--- src/rtl/tsb_slave.sv ---
module tsb_slave #(
  parameter int SLOTS = 32,
  parameter int STUFF_LAG = 8,
  localparam int SW = (SLOTS > 1) ? $clog2(SLOTS) : 1
) (
  input  logic          clk,
  input  logic          rst_n,
  input  logic          strobe,
  input  logic          stuff_req,
  input  logic          rdat,
  output logic          tdat,
  input  logic [7:0]    tx_byte,
  output logic          tx_req,
  output logic [SW-1:0] tx_req_slot,
  output logic [7:0]    rx_data,
  output logic          rx_valid,
  output logic [SW-1:0] rx_slot
);

  logic                 synced;
  logic [2:0]           bit_cnt;
  logic [SW-1:0]        slot, slot_nx;
  logic [7:0]           tx_sh, rx_sh;
  logic [STUFF_LAG-1:0] fill_q;
  logic                 last_bit, boundary;

  assign last_bit = synced && (bit_cnt == 3'd0);
  assign boundary = strobe || last_bit;
  assign slot_nx  = (slot == SW'(SLOTS - 1)) ? '0 : slot + 1'b1;

  always_ff @(posedge clk or negedge rst_n) begin
    if (!rst_n) begin
      synced   <= 1'b0;
      bit_cnt  <= 3'd0;
      slot     <= '0;
      tx_sh    <= 8'hFF;
      fill_q   <= '0;
      rx_valid <= 1'b0;
      rx_data  <= 8'h00;
      rx_slot  <= '0;
    end else begin
      rx_valid <= last_bit;
      if (last_bit) begin
        rx_data <= rx_sh;
        rx_slot <= slot;
      end
      if (boundary) begin
        synced  <= 1'b1;
        bit_cnt <= 3'd7;
        slot    <= strobe ? '0 : slot_nx;
        tx_sh   <= fill_q[STUFF_LAG-1] ? 8'hFF : tx_byte;
        fill_q  <= {fill_q[STUFF_LAG-2:0], stuff_req};
      end else if (synced) begin
        bit_cnt <= bit_cnt - 3'd1;
        tx_sh   <= {tx_sh[6:0], 1'b1};
      end
    end
  end

  always_ff @(negedge clk or negedge rst_n) begin
    if (!rst_n) rx_sh <= 8'h00;
    else if (synced) rx_sh <= {rx_sh[6:0], rdat};
  end

  assign tdat        = synced ? tx_sh[7] : 1'b1;
  assign tx_req      = synced && (bit_cnt == 3'd7);
  assign tx_req_slot = slot_nx;

  logic [SW:0] ahead_sum, ahead_exp;
  assign ahead_sum = (SW+1)'(rx_slot) + (SW+1)'(2);
  assign ahead_exp = (ahead_sum >= (SW+1)'(SLOTS)) ? ahead_sum - (SW+1)'(SLOTS) : ahead_sum;

  assert_idle_R1: assert property (@(posedge clk) disable iff (!rst_n)
    !synced |-> (tdat && !rx_valid && !tx_req));

  assert_strobe_start_R2: assert property (@(posedge clk) disable iff (!rst_n)
    strobe |=> (tx_req && tx_req_slot == SW'(1 % SLOTS)));

  assert_req_ahead_R4: assert property (@(posedge clk) disable iff (!rst_n)
    (tx_req && rx_valid && !$past(strobe)) |-> ({1'b0, tx_req_slot} == ahead_exp));

  assert_rx_pulse_R6: assert property (@(posedge clk) disable iff (!rst_n)
    rx_valid |=> !rx_valid);

  assert_rx_with_req_R6: assert property (@(posedge clk) disable iff (!rst_n)
    rx_valid |-> tx_req);

endmodule

--- config.mk ---
export PLATFORM = sky130hd
export DESIGN_NAME = tsb_slave
export DESIGN_NICKNAME = d
export VERILOG_FILES = /design/src/rtl/tsb_slave.sv
export SDC_FILE = /design/constraint.sdc
export NUM_CORES = 1
export LEC_CHECK = 0
export ABC_AREA = 1
export BUFFER_PORTS_ARGS = -buffer_cell sky130_fd_sc_hd__buf_2
export CORE_ASPECT_RATIO = 0.75
export CORE_MARGIN = 1.5
export CORE_UTILIZATION = 30
export CTS_BUF_LIST = sky130_fd_sc_hd__clkbuf_16
export DETAILED_ROUTE_END_ITERATION = 6
export PLACE_DENSITY_LB_ADDON = 0.3
export SETUP_SLACK_MARGIN = 0.5
export SYNTH_ARGS = -nofsm -noshare
export SYNTH_HDL_FRONTEND = slang
export SYNTH_SLANG_ARGS = --single-unit
--- constraint.sdc ---
create_clock -name clk -period 4.5 [get_ports clk]
set_clock_uncertainty 0.05 [all_clocks]
set_input_delay 0.9 -clock clk [delete_from_list [all_inputs] [get_ports clk]]
set_output_delay 0.9 -clock clk [all_outputs]
set_load 0.1 [all_outputs]
# After elaboration in Yosys (flattened, before gate mapping)
# Cells that the tools add are included.
[word_totals]
out_inout_bits = 21
register_bits = 47
inputBits = 13
[classes]
n_addsub = 2
n_mux = 8
n_reduce_logical = 5
eq_ne = 2
[ops]
columns = ["operator", "n"]
rows = [
  ["two-way mux 8 bit", 3],
  ["two-way mux 5 bit", 2],
  ["two-way mux 3 bit", 2],
  ["adder 5 x 1 -> 5 bit, second input constant", 1],
  ["equality test 5 bit, second input constant", 1],
  ["equality test 3 bit, second input constant", 1],
  ["zero test 3 bit", 1],
  ["subtractor 3 x 1 -> 3 bit, second input constant", 1],
  ["logical AND 1 bit", 2],
  ["nonzero test 2 bit", 1],
  ["logical OR 1 bit", 1],
  ["two-way mux 1 bit", 1],
]

# Longest topological paths before layout
[depth]
word_depth = 4
depth_mapped = 9
ltp_nobuf = 9

==> results.cfg <==
[run_status]
status = finished, final reports clean

[pwr]
swShare_pct = 31.41
p_int_uw = 705.6
power_frac_comb_pct = 18.6
total_power_uw = 1029
p_seq_share_pct = 47.2
pwr-share-clk_pct = 34.2
power_density_nw_per_um2 = 433.6
p_switching_uw = 323.1
vdd_ir_drop_max_v = 0.0001387
p_leak_uw = 0.001220

[finish]
layoutNonFillerInstCount = 330
diodes = 0
area_delta_synth_final_pct = 17.98
fill_cells = 672
final_area_um2 = 2372
final_layout_size_suffix_gt1_share_pct = 23.29
final_net_count = 266

[worst_setup_path]
worstPathRequired_ns = 2.31
slowest_stage = dfrtp_1
cp-end-kind = flip-flop
path_class = reg -> reg
r2r_cells = 1
path_buf_inv = 0
cp_top_family = flip-flops
cp_cell_sequence = o21ai_0
slowest_delay_ns = 0.93
path_max_fanout = 30
crit_path_start_kind = flip-flop
worstPathArrival_ns = 1.42
crit_cells = 1

[sta]
relSlewSlack_pct = 40.34
setup_viol = 0
worstMarginPinSlew_ns = 0.8949
fin_setup_tns_ns = 0
maxSlewViolCount = 0
final_hold_viol_count = 0
rsz0062_at_grt = false

[place]
placed_area_um2 = 2231
numPortBuffers = 33
dpl.hpwl_um = 2719
globalplace.congestion = 0.7854
placed_cells = 322

[die]
die-area_um2 = 7207
ios = 34
placementRows = 25
die_y_um = 73.90
coreArea_um2 = 6381
start_util_pct = 31.51
die_w_um = 97.53

[drt]
wl_per_cell_um = 11.85
ant_nets = 0
drt_iter0_drc = 54
drt_first_pass_iters = 4
drc = 0
viasPerCell = 4.424
vias = 1460
routed_wl_um = 3910

[clocking]
clockBufferDepth = 2
worstSkewPairLatency_ns = 0.30
cts_max_level = 2
post-cts-setup-buffers = 0
postCtsHoldBufs = 0
cts_root_buf = clkbuf_16
clock_sinks = 47
cts_tree = built
ctsResizeCount = 0
cts_made_buffers = 5
path_clk_slew_ns = 0.06

[synth]
async_reset_ff_share_pct = 100.0
yosysSeqAreaShare_pct = 58.99
avgSynthCellArea_um2 = 9.309
yosysWarnings = 0
yosys_register_bits = 47
synth.area.top_cells = dfrtp_1 (39%), nand2_1 (11%), dfstp_2 (10%)
synth_top_area_share_pct = 38.58
yosysTopAreaCell = dfrtp_1
ys_types = 21
syn_inst = 216
ys.flop_type = dfrtp_1
netlist_top_cells_count = nand2_1 (57), o21ai_0 (34), dfrtp_1 (31)
netlist_area_um2 = 2011
yosysMostFrequentCell = nand2_1
synth_edf_count = 0
syn-num-nets = 234

[grt]
grt_overflow = 0
track_usage_pct = 11.87
grt_max_degree = 37
grt_pass1_vias = 1370
antenna_found_initial = 0
grt_pass1_wl_um = 6603

[job]
drv_cap = 0

[worst_hold_path]
min_path_type = reg -> reg
holdPathStages = 2
==> metal layers <==
metal,GRT usage (%),routed length [µm],up-vias
met5,0,0,-
met4,5.714,62,0
met3,3.235,193,7
met2,16.05,1613,35
met1,17.50,2040,655
li1,-,-,763
==> kinds of logic (layout without fill, tap and decap cells) <==
group / count (synthesis) / count (layout) / synth area share (%)
AOI/OAI and AO/OA: 40 / 40 / 10.70
and+or+nand+nor: 88 / 88 / 19.23
adders and majority gates: 5 / 5 / 3.111
DFF: 47 / 47 / 58.99
buffers and inverters: 35 / 68 / 7.530
xor gates and xnor gates: 1 / 1 / 0.4357
==> final cells by class <==
| class | count | area, µm² | share of cell area, % |
|---|---|---|---|
| Tap cell | 81 | 101.3 | 4.272 |
| Clock buffer | 5 | 125.1 | 5.274 |
| Sequential cell | 47 | 1186 | 50.00 |
| Timing Repair Buffer | 34 | 172.7 | 7.278 |
| Clock inverter | 3 | 16.27 | 0.6857 |
| Multi-Input combinational cell | 134 | 673.1 | 28.38 |
| Inverter | 26 | 97.59 | 4.114 |
==> flip-flops by register name (all words and copies together), names as in the netlist <==
| signal | flops |
|---|---|
| synced | 1 |
| rx_sh | 8 |
| fill_q | 8 |
| slot | 5 |
| rx_slot | 5 |
| rx_valid | 1 |
| rx_data | 8 |
| tx_sh | 8 |
| bit_cnt | 3 |
==> cells in the final DEF (no fill, tap or decap) <==
cell	instances
a21oi_1	2
buf_2	33
buf_4	1
clkbuf_16	5
clkinv_1	1
clkinv_4	1
dfrtn_1	8
dfrtp_1	31
dfstp_2	8
ha_1	5
inv_1	25
inv_2	2
nand2_1	57
nand2_2	1
nand3_1	10
nand3_4	1
nand4_1	9
nor2_1	8
nor2_2	1
o21ai_0	34
o21ai_2	4
or2_2	1
xor2_1	1
==> per-stage QoR <==
stage	utilization (%)	worst slack, ns	hold slack, ns
floorplan	-	1.033	0.3635
global placement	34.96	0.8642	0.3681
detailed placement	34.96	0.8639	0.3858
CTS	37.18	0.8846	0.3796
global route	37.18	0.7629	0.4011
finish	37.18	0.8881	0.3781
==> power groups by stage <==
stage / clock network [µW] / registers (µW) / logic, µW
after floorplan: 0 / 572 / 72.9
after global placement: 0 / 493 / 192
after detailed placement: 0 / 493 / 194
after CTS: 364 / 486 / 194
after global routing: 382 / 491 / 206
final: 352 / 485 / 191
==> final timing paths <==
kind	from	end	slack (ns)
max	synced	rx_sh[4]	0.89
min	rx_sh[4]	rx_sh[5]	0.38
max reg2reg	synced	rx_sh[4]	0.89
min reg2reg	rx_sh[4]	rx_sh[5]	0.38
max in group asynchronous	rst_n	rx_sh[4]	1.31
min in group asynchronous	rst_n	rx_data[7]	0.56
No activity file was read; power rests on OpenSTA's default activity.
